==> src/rtl/irq_hub_pkg.sv <==
package irq_hub_pkg;

    localparam int PINS_PER_DEV = 4;
    localparam int NUM_LINES    = 4;
    localparam int LINE_W       = 2;
    localparam int NUM_SEG      = 2;
    localparam int SLOT_LSB     = 3;

    typedef enum logic [1:0] {
        S_IDLE   = 2'd0,
        S_LOOKUP = 2'd1,
        S_COUNT  = 2'd2,
        S_DRIVE  = 2'd3
    } hub_state_e;

    // one routing hop: pin rotated by the low bits of the slot
    function automatic logic [LINE_W-1:0] swizzle(input logic [LINE_W-1:0] pin,
                                                  input logic [LINE_W-1:0] slot_lo);
        return pin + slot_lo;
    endfunction

endpackage

==> src/rtl/irq_pin_store.sv <==
module irq_pin_store
    import irq_hub_pkg::*;
#(
    parameter int DEVFN_W = 6
) (
    input  logic               clk,
    input  logic               rst,
    input  logic               seg,
    input  logic [DEVFN_W-1:0] devfn,
    input  logic [1:0]         pin,
    input  logic               flip,
    output logic               level
);
    localparam int IDX_W   = DEVFN_W + 2;
    localparam int ENTRIES = 1 << IDX_W;

    logic [IDX_W-1:0]   idx;
    logic [NUM_SEG-1:0] seg_bit;

    assign idx = {devfn, pin};

    for (genvar g = 0; g < NUM_SEG; g++) begin : g_seg
        logic [ENTRIES-1:0] lvl_q;

        always_ff @(posedge clk) begin
            if (rst) begin
                lvl_q <= '0;
            end else if (flip && (seg == 1'(g))) begin
                lvl_q[idx] <= ~lvl_q[idx];
            end
        end

        assign seg_bit[g] = lvl_q[idx];
    end

    assign level = seg_bit[seg];


    level_flip_chk: assert property (@(posedge clk) disable iff (rst)
        flip |=> (level != $past(level)));

endmodule

==> src/rtl/irq_router.sv <==
module irq_router
    import irq_hub_pkg::*;
#(
    parameter int BRIDGE_SLOT = 1
) (
    input  logic              seg,
    input  logic [1:0]        slot_lo,
    input  logic [1:0]        pin,
    output logic [LINE_W-1:0] line
);
    localparam logic [LINE_W-1:0] BR_OFS = LINE_W'(BRIDGE_SLOT % NUM_LINES);

    logic [LINE_W-1:0] local_pin;

    assign local_pin = swizzle(pin, slot_lo);

    // secondary events continue as if raised by the bridge on the root
    always_comb begin
        if (seg) begin
            line = swizzle(local_pin, BR_OFS);
        end else begin
            line = local_pin;
        end
    end

endmodule

==> src/rtl/irq_line_counters.sv <==
module irq_line_counters
    import irq_hub_pkg::*;
#(
    parameter int MAX_COUNT = 128
) (
    input  logic                 clk,
    input  logic                 rst,
    input  logic                 inc_en,
    input  logic                 dec_en,
    input  logic [LINE_W-1:0]    line,
    output logic [NUM_LINES-1:0] nonzero
);
    localparam int CNT_W = $clog2(MAX_COUNT + 1);
    localparam logic [CNT_W-1:0] CNT_TOP = CNT_W'(MAX_COUNT);

    for (genvar g = 0; g < NUM_LINES; g++) begin : g_line
        logic [CNT_W-1:0] cnt_q;
        logic             hit;

        assign hit = (line == LINE_W'(g));

        always_ff @(posedge clk) begin
            if (rst) begin
                cnt_q <= '0;
            end else if (inc_en && hit) begin
                cnt_q <= cnt_q + 1'b1;
            end else if (dec_en && hit) begin
                cnt_q <= cnt_q - 1'b1;
            end
        end

        assign nonzero[g] = (cnt_q != '0);


        no_underflow_chk: assert property (@(posedge clk) disable iff (rst)
            !(dec_en && hit && (cnt_q == '0)));


        no_overflow_chk: assert property (@(posedge clk) disable iff (rst)
            !(inc_en && hit && (cnt_q == CNT_TOP)));
    end

endmodule

==> src/rtl/irq_share_hub.sv <==
module irq_share_hub
    import irq_hub_pkg::*;
#(
    parameter int DEVFN_W     = 6,
    parameter int BRIDGE_SLOT = 1
) (
    input  logic               clk,
    input  logic               rst,
    input  logic               evt_valid,
    output logic               evt_ready,
    input  logic               evt_seg,
    input  logic [DEVFN_W-1:0] evt_devfn,
    input  logic [1:0]         evt_pin,
    input  logic               evt_level,
    output logic [3:0]         irq_line
);
    // every pin of every function on both segments could land on one line
    localparam int MAX_COUNT = NUM_SEG * (1 << DEVFN_W);

    hub_state_e st_q, st_d;

    logic               ev_seg_q;
    logic [DEVFN_W-1:0] ev_devfn_q;
    logic [1:0]         ev_pin_q;
    logic               ev_level_q;
    logic [LINE_W-1:0]  line_q;
    logic               up_q;
    logic [3:0]         irq_q;

    logic               accept;
    logic               stored_lvl;
    logic               changed;
    logic               flip;
    logic [LINE_W-1:0]  routed;
    logic [3:0]         line_nz;
    logic               inc_en;
    logic               dec_en;

    assign evt_ready = (st_q == S_IDLE) || (st_q == S_DRIVE);
    assign accept    = evt_valid && evt_ready;
    assign changed   = (stored_lvl != ev_level_q);
    assign flip      = (st_q == S_LOOKUP) && changed;
    assign inc_en    = (st_q == S_COUNT) && up_q;
    assign dec_en    = (st_q == S_COUNT) && !up_q;
    assign irq_line  = irq_q;

    irq_pin_store #(.DEVFN_W(DEVFN_W)) u_store (
        .clk   (clk),
        .rst   (rst),
        .seg   (ev_seg_q),
        .devfn (ev_devfn_q),
        .pin   (ev_pin_q),
        .flip  (flip),
        .level (stored_lvl)
    );

    irq_router #(.BRIDGE_SLOT(BRIDGE_SLOT)) u_route (
        .seg     (ev_seg_q),
        .slot_lo (ev_devfn_q[SLOT_LSB +: 2]),
        .pin     (ev_pin_q),
        .line    (routed)
    );

    irq_line_counters #(.MAX_COUNT(MAX_COUNT)) u_cnt (
        .clk     (clk),
        .rst     (rst),
        .inc_en  (inc_en),
        .dec_en  (dec_en),
        .line    (line_q),
        .nonzero (line_nz)
    );

    // next state
    always_comb begin
        st_d = st_q;
        unique case (st_q)
            S_IDLE:   if (accept) st_d = S_LOOKUP;
            S_LOOKUP: st_d = changed ? S_COUNT : S_IDLE;
            S_COUNT:  st_d = S_DRIVE;
            S_DRIVE:  st_d = accept ? S_LOOKUP : S_IDLE;
            default:  st_d = S_IDLE;
        endcase
    end

    // state register
    always_ff @(posedge clk) begin
        if (rst) begin
            st_q <= S_IDLE;
        end else begin
            st_q <= st_d;
        end
    end

    // event capture, routing latch and output register
    always_ff @(posedge clk) begin
        if (rst) begin
            ev_seg_q   <= 1'b0;
            ev_devfn_q <= '0;
            ev_pin_q   <= '0;
            ev_level_q <= 1'b0;
            line_q     <= '0;
            up_q       <= 1'b0;
            irq_q      <= '0;
        end else begin
            if (accept) begin
                ev_seg_q   <= evt_seg;
                ev_devfn_q <= evt_devfn;
                ev_pin_q   <= evt_pin;
                ev_level_q <= evt_level;
            end
            if (st_q == S_LOOKUP) begin
                line_q <= routed;
                up_q   <= ev_level_q;
            end
            if (st_q == S_DRIVE) begin
                irq_q <= line_nz;
            end
        end
    end


    one_event_chk: assert property (@(posedge clk) disable iff (rst)
        accept |=> !evt_ready);


    quiet_drop_chk: assert property (@(posedge clk) disable iff (rst)
        ((st_q == S_LOOKUP) && !changed) |=> $stable(line_nz));


    line_follow_chk: assert property (@(posedge clk) disable iff (rst)
        (st_q == S_DRIVE) |=> (irq_line == $past(line_nz)));


    out_hold_chk: assert property (@(posedge clk) disable iff (rst)
        (st_q != S_DRIVE) |=> $stable(irq_line));

endmodule

==> config.mk <==
export PLATFORM = sky130hd
export DESIGN_NAME = irq_share_hub
export DESIGN_NICKNAME = d
export VERILOG_FILES = /design/src/rtl/irq_hub_pkg.sv /design/src/rtl/irq_pin_store.sv /design/src/rtl/irq_router.sv /design/src/rtl/irq_line_counters.sv /design/src/rtl/irq_share_hub.sv
export SDC_FILE = /design/constraint.sdc
export NUM_CORES = 1
export LEC_CHECK = 0
export ABC_AREA = 1
export BUFFER_PORTS_ARGS = -buffer_cell sky130_fd_sc_hd__buf_4
export CAP_MARGIN = 30
export CELL_PAD_IN_SITES_DETAIL_PLACEMENT = 1
export CELL_PAD_IN_SITES_GLOBAL_PLACEMENT = 1
export CORE_ASPECT_RATIO = 0.6
export CORE_MARGIN = 4
export CORE_UTILIZATION = 45
export CTS_BUF_LIST = sky130_fd_sc_hd__clkbuf_8 sky130_fd_sc_hd__clkbuf_16
export CTS_CLUSTER_DIAMETER = 50
export DETAILED_ROUTE_END_ITERATION = 10
export PLACE_DENSITY_LB_ADDON = 0.25
export SLEW_MARGIN = 20
export SYNTH_ARGS = -nofsm -noshare
export SYNTH_HDL_FRONTEND = slang
export SYNTH_SLANG_ARGS = --single-unit
==> constraint.sdc <==
create_clock -name clk -period 4.5 [get_ports clk]
set_input_delay 0.9 -clock clk [delete_from_list [all_inputs] [get_ports clk]]
set_output_delay 0.9 -clock clk [all_outputs]
set_load 0.01 [all_outputs]
==> flow_metrics.py, run 1 <==
metrics = {
    "run_status": {
        "status": "finished clean",
    },
    "finish": {
        "multiInputGateArea_mm2": 0.0190,
        "layout.area.seq_mm2": 0.0113,
        "design_area_mm2": 0.0371,
        "fin_nets": 5730,
        "area_growth_pct": 7.74,
        "drive_gt1_share_pct": 4.88,
        "fillers": 10600,
        "diodes": 0,
    },
    "critical_path": {
        "endpoint_kind": "flop",
        "cp-endpoint": "u_store.g_seg[0].lvl_q[178]",
        "r2r_end": "u_store.g_seg[0].lvl_q[178]",
        "crit_required_ns": 5.09,
        "critPathKind": "reg -> reg",
        "worst-path-max-fanout": 37,
        "worstSetupStartpoint": "ev_pin_q[0]",
        "rrSetupSlack_ns": 0.35,
        "reg2reg_from": "ev_pin_q[0]",
        "worstPathArrival_ns": 4.74,
        "ff2ff_path_depth": 25,
        "start_kind": "flop",
    },
    "placed_design": {
        "routabilityCongestion": 0.825,
        "post_dp_cell_area_mm2": 0.0350,
        "dpl.hpwl_mm": 76.1,
        "port_buffers": 17,
        "dpl_worst_slack_ns": 0.535,
    },
    "timing": {
        "fmax_mhz": 241,
        "worst_pin_slew_ns": 1.07,
        "slew_headroom_pct": 28.1,
        "layout_setup_ws_ns": 0.347,
        "maxSlewViolCount": 0,
        "min_period_ns": 4.15,
        "clock_skew_ns": 0.0284,
        "hold_violations": 0,
        "min_period_over_period_pct": 92.3,
        "grt_setup_unrepaired": "false",
        "setup_viol": 0,
        "hold_slack_ns": 0.444,
        "tns_ns": 0,
    },
    "yosys": {
        "yosysTopAreaCellShare_pct": 32.7,
        "synth_cell_types": 32,
        "synth_edf_count": 0,
        "ys.flop_type": "dfxtp_1",
        "syn_area_per_cell_um2": 5.80,
        "ys_top_cells_by_area": "dfxtp_1 33%, nand2_1 22%, nor2_1 15%",
        "syn_inst": 5936,
        "yosysSeqAreaShare_pct": 32.7,
        "syn-num-nets": 5983,
        "synthesis.area_mm2": 0.0344,
        "yosysWarnings": 0,
        "synth_top_cell_by_area": "dfxtp_1",
        "synthArstFlopShare_pct": 0,
        "ys_ff_latch": 563,
    },
    "die": {
        "die_y_um": 222,
        "initial_core_util_pct": 45.5,
        "io_pins": 18,
        "dieArea_mm2": 0.0812,
        "rows": 78,
        "die_w_um": 365,
        "coreArea_mm2": 0.0757,
    },
    "routing": {
        "routed-wl-met3_mm": 8.88,
        "top_layer": "met4",
        "ant_nets": 0,
        "dr.pass1.iters": 5,
        "drt_iter0_drc": 2938,
        "wl_met1_mm": 60.0,
        "drc": 0,
        "postRouteWirelength_mm": 128,
        "vias_per_cell": 5.54,
        "wl_met2_mm": 54.9,
        "vias": 37300,
        "wl_per_cell_um": 19.0,
    },
    "cts": {
        "clk_pin_slew_ns": 0.07,
        "cts-root-buf": "clkbuf_16",
        "cts_sinks": 563,
        "clock_path_buffers": 3,
        "cts_hold_buf": 0,
        "cts_tree": "built",
        "cts-buffers-inserted": 60,
        "post_cts.repair.setup_buffers": 0,
        "insertion_delay_ns": 0.68,
        "cts_htree_levels": 2,
        "ctsResizeCount": 0,
    },
    "job": {
        "cap_violations": 0,
    },
    "global_routing": {
        "grt_pass1_vias": 37300,
        "grt_pass1_wl_mm": 204,
        "antenna_found_initial": 1,
        "grt_start_max_net_pins": 156,
        "grt_use_total_pct": 30.9,
        "grt_overflow": 0,
    },
    "power": {
        "max-vdd-ir-drop_v": 0.000281,
        "powerDensity_mw_per_mm2": 368,
        "power.total_w": 0.0136,
        "p_leak_nw": 17.0,
    },
    "worst_hold_path": {
        "hp-start": "evt_devfn[3]",
        "hold_path.class": "in -> reg",
    },
}
==> cells in the final DEF, fill, tap and decap left out, drive strengths merged, types with 4 or more instances in the layout <==
| master | count |
|---|---|
| a21oi | 57 |
| a31oi | 7 |
| buf | 108 |
| clkbuf | 84 |
| clkinv | 14 |
| dfxtp | 563 |
| fa | 4 |
| ha | 30 |
| inv | 605 |
| nand2 | 2018 |
| nand3 | 12 |
| nand4 | 512 |
| nor2 | 1419 |
| nor3 | 4 |
| nor4 | 8 |
| o21ai | 259 |
| o21bai | 4 |
| xnor2 | 4 |
| xor2 | 14 |
==> cell usage after synthesis, types with 4 or more instances <==
master / instances
xnor2_1: 4
o21bai_1: 4
fa_1: 4
inv_1: 586
nand2_1: 2016
nand4_1: 462
nor2_1: 1417
clkbuf_1: 250
xor2_1: 14
a21oi_1: 57
buf_6: 56
a31oi_1: 7
nand3_1: 12
buf_1: 76
o21ai_1: 38
nor3_1: 4
ha_1: 30
o21ai_0: 221
nor4_1: 8
dfxtp_1: 563
buf_2: 39
nand4_2: 50
==> worst max-delay path, stage by stage, from the launching register on <==
cell and delay, ns:
dfxtp_4 0.71, inv_2 0.12, buf_4 0.24, nand2_1 0.09, nand2_1 0.07, nand2_1 0.11
nand2_1 0.07, nand2_1 0.06, nand2_1 0.09, nor2_1 0.33, nor2_1 0.16, nor2_1 0.13
nand2_1 0.06, nand2_1 0.06, nand2_1 0.09, nor2_4 0.19, nand2_1 0.10, nand2_1 0.09
nand2_1 0.13, nand2_8 0.18, buf_12 0.23, buf_4 0.26, nand4_1 0.13, nand2_1 0.11
nand2_1 0.06, nor2_1 0.13
==> sequential cells by signal, summed over array words and instances, names as in the netlist, named ones only <==
register and count:
up_q 1, u_cnt.g_line.cnt_q 32, ev_devfn_q 6, irq_line 4, ev_level_q 1, u_store.g_seg.lvl_q 512, st_q 1, ev_seg_q 1
ev_pin_q 2, line_q 2
==> power breakdown <==
group / total [W] / switching [W] / internal, W
logic: 0.00320 / 0.00260 / 0.000606
registers: 0.00517 / 0.000129 / 0.00504
clock network: 0.00528 / 0.00231 / 0.00297
total: 0.0136 / 0.00504 / 0.00861
==> kinds of logic (layout without fill, tap and decap cells) <==
kind of cell | after synthesis | count (layout) | synth area share (%)
AOI/OAI and AO/OA | 333 | 333 | 4.95
xor gates and xnor gates | 18 | 18 | 0.458
adders and majority gates | 34 | 34 | 1.32
and+or+nand+nor | 3974 | 3974 | 48.1
DFF | 563 | 563 | 32.7
buffers and inverters | 1014 | 813 | 12.5
==> worst min path at each step <==
stage                                    end  cells past startpoint  slack [ns]
global route                   ev_devfn_q[3]                      3        0.44
finish                         ev_devfn_q[3]                      3        0.44
detailed placement  u_cnt.g_line[2].cnt_q[7]                      2        0.47
global placement    u_cnt.g_line[0].cnt_q[7]                      2        0.45
CTS                            ev_devfn_q[3]                      3        0.42
floorplan           u_cnt.g_line[0].cnt_q[7]                      2        0.44
==> through the flow <==
stage               cells  utilization [%]
floorplan            5936                -
global placement     6618             46.2
detailed placement   6620             46.3
CTS                  6734             49.0
global route         6735             49.0
finish               6735             49.0
==> cell type report <==
| cell class | instances | share of cell area (%) |
|---|---|---|
| repair buffers | 108 | 3.59 |
| flip-flops and latches | 563 | 30.4 |
| well taps | 1000 | 3.37 |
| clock buffers | 84 | 5.00 |
| multi-input cells | 4359 | 51.1 |
| clock inverters | 30 | 0.543 |
| inverters | 591 | 6.02 |
==> metal layers <==
metal  vias up  track usage (%)
met5         -                0
met1     18100             43.5
met4         0             9.61
li1      17900                -
met2      1083             48.1
met3       225             5.26
Note: power is estimated with default switching activity, not from simulation.
==> inputs of run 2 (changes only) <==
CORE_UTILIZATION = 49   (was 45)
clock period = 5 ns   (was 4.5 ns; I/O delays follow)
==> run 2 against run 1 <==
Clock skew decreased by 0.0073 ns. Routed wire length rose by 1.0%. Count of clock-buffer cells in the layout fell by 8. Critical path depth fell by 8. Sequential share of layout area increased by 0.28 points. Via count up 1.5%. Register-to-register slack better by 0.34 ns. Critical endpoint is now u_store.g_seg[1].lvl_q[201].
==> flow_metrics.py, run 2 (synthesis gave the netlist of run 1 again) <==
metrics = {
    "job": {
        "cap_violations": 0,
    },
    "critical_path": {
        "worstPathArrival_ns": 4.90,
        "crit_chain": "buf_12, o21ai_0, nand2_1, nand2_1, nand2_1, nand2_1, nor2_1, nor2_1, nor2_1, nand2_1, nand2_1, nand2_1, nor2_4, buf_4, buf_4, nor2_1, nor2_1",
        "cpMaxStageDelayCell": "buf_4",
        "crit_required_ns": 5.59,
        "start_kind": "flop",
        "endpoint_kind": "flop",
        "critPathKind": "reg -> reg",
        "cpMostUsedCell": "nand2_1",
        "max_stage_delay_ns": 0.68,
        "rrSetupSlack_ns": 0.69,
        "worst-path-max-fanout": 138,
    },
    "timing": {
        "slew_headroom_pct": 26.1,
        "clock_skew_ns": 0.0210,
        "grt_setup_unrepaired": "false",
        "min_period_over_period_pct": 86.3,
        "maxSlewViolCount": 0,
        "hold_slack_ns": 0.489,
        "hold_violations": 0,
        "min_period_ns": 4.31,
        "layout_setup_ws_ns": 0.687,
        "setup_viol": 0,
        "tns_ns": 0,
        "fmax_mhz": 232,
        "worst_pin_slew_ns": 1.11,
    },
    "die": {
        "rows": 74,
        "coreArea_mm2": 0.0688,
        "die_w_um": 350,
        "initial_core_util_pct": 50.1,
        "dieArea_mm2": 0.0747,
        "die_y_um": 213,
        "io_pins": 18,
    },
    "routing": {
        "vias": 37900,
        "ant_nets": 0,
        "dr.pass1.iters": 6,
        "drc": 0,
        "postRouteWirelength_mm": 129,
        "drt_iter0_drc": 3109,
        "vias_per_cell": 5.71,
        "wl_per_cell_um": 19.4,
    },
    "placed_design": {
        "dpl.hpwl_mm": 77.1,
        "dpl_worst_slack_ns": 0.851,
        "routabilityCongestion": 0.835,
        "port_buffers": 17,
    },
    "global_routing": {
        "grt_use_total_pct": 34.0,
        "grt_pass1_wl_mm": 207,
        "grt_pass1_vias": 38500,
        "antenna_found_initial": 1,
        "grt_start_max_net_pins": 200,
        "grt_overflow": 0,
    },
    "finish": {
        "final_util_pct": 53.5,
        "regMostFlops": "u_store.g_seg.lvl_q",
        "final_common_cell": "nand2_1",
        "fillers": 9785,
        "multiInputGateArea_mm2": 0.0190,
        "layout_common_cells": "2009 x nand2_1, 1414 x nor2_1, 599 x inv_1",
        "layout.area.seq_mm2": 0.0113,
        "fin_nets": 5722,
        "diodes": 0,
        "area_growth_pct": 6.76,
        "largestRegisters": "u_store.g_seg.lvl_q (512), u_cnt.g_line.cnt_q (32), ev_devfn_q (6)",
        "drive_gt1_share_pct": 4.73,
        "largest_reg_flops": 512,
    },
    "power": {
        "p_comb_share_pct": 23.0,
        "pwr-share-seq_pct": 37.5,
        "max-vdd-ir-drop_v": 0.000282,
        "power_switching_w": 0.00451,
        "p_sw_share_pct": 36.6,
        "p_int_w": 0.00781,
        "p_leak_nw": 16.9,
        "pwr-share-clk_pct": 39.5,
        "powerDensity_mw_per_mm2": 335,
    },
    "cts": {
        "cts_tree": "built",
        "insertion_delay_ns": 0.66,
        "ctsResizeCount": 0,
        "cts_htree_levels": 2,
        "cts-root-buf": "clkbuf_16",
        "clock_path_buffers": 3,
        "post_cts.repair.setup_buffers": 0,
        "cts_sinks": 563,
        "cts_hold_buf": 0,
        "clk_pin_slew_ns": 0.07,
        "cts-buffers-inserted": 59,
    },
    "run_status": {
        "status": "finished clean",
    },
    "worst_hold_path": {
        "hold_path.class": "reg -> reg",
    },
}
## run 2: path summary, 6_finish.rpt
| check | startpoint | end | cells after the start |
|---|---|---|---|
| worst max-delay path | ev_pin_q[0] | u_store.g_seg[1].lvl_q[201] | 17 |
| worst min-delay path | u_cnt.g_line[2].cnt_q[7] | u_cnt.g_line[2].cnt_q[7] | 2 |
| worst max register to register | ev_pin_q[0] | u_store.g_seg[1].lvl_q[201] | 17 |
| worst min register to register | u_cnt.g_line[2].cnt_q[7] | u_cnt.g_line[2].cnt_q[7] | 2 |
## run 2: power groups by stage
stage	Combinational, W	Clock, W	Sequential [W]
floorplan	0.00195	0	0.00466
global placement	0.00268	0	0.00472
detailed placement	0.00272	0	0.00472
CTS	0.00273	0.00491	0.00462
finish	0.00283	0.00486	0.00462
global route	0.00295	0.00509	0.00463
## run 2: layout make-up
cell class / instances / share of cell area, %
multi-input combinational: 4359 / 51.5
clock buffer: 76 / 4.71
timing repair buffer: 101 / 2.95
clock inverter: 34 / 0.932
sequential: 563 / 30.7
tap: 912 / 3.10
inverter: 591 / 6.08
## run 2: critical path: cells and delay by family (launching register included)
family                 cells  cell delay, ns
buffers and inverters      3            1.71
and+or+nand+nor           13            1.51
DFF                        1            0.59
AOI/OAI and AO/OA          1            0.21
## run 2: metrics by stage
| stage | instance area [um^2] | power (W) | cells |
|---|---|---|---|
| 3_3_place_gp | 34700 | 0.00740 | 6526 |
| 4_1_cts | 36800 | 0.0123 | 6636 |
| 3_5_place_dp | 34700 | 0.00744 | 6526 |
| 2_1_floorplan | 34400 | 0.00661 | 5936 |
| 6_report | 36800 | 0.0123 | 6636 |
| 5_1_grt | 36800 | 0.0127 | 6636 |
## run 2: per-layer routing
| metal | track usage, % | vias up | part of all wire (%) | routed length (um) |
|---|---|---|---|---|
| met2 | 55.4 | 1279 | 44 | 57100 |
| li1 | - | 17900 | - | - |
| met5 | 0 | - | 0 | 0 |
| met4 | 12.3 | 0 | 3.5 | 4460 |
| met1 | 45.8 | 18400 | 45 | 57400 |
| met3 | 5.80 | 295 | 7.8 | 10100 |
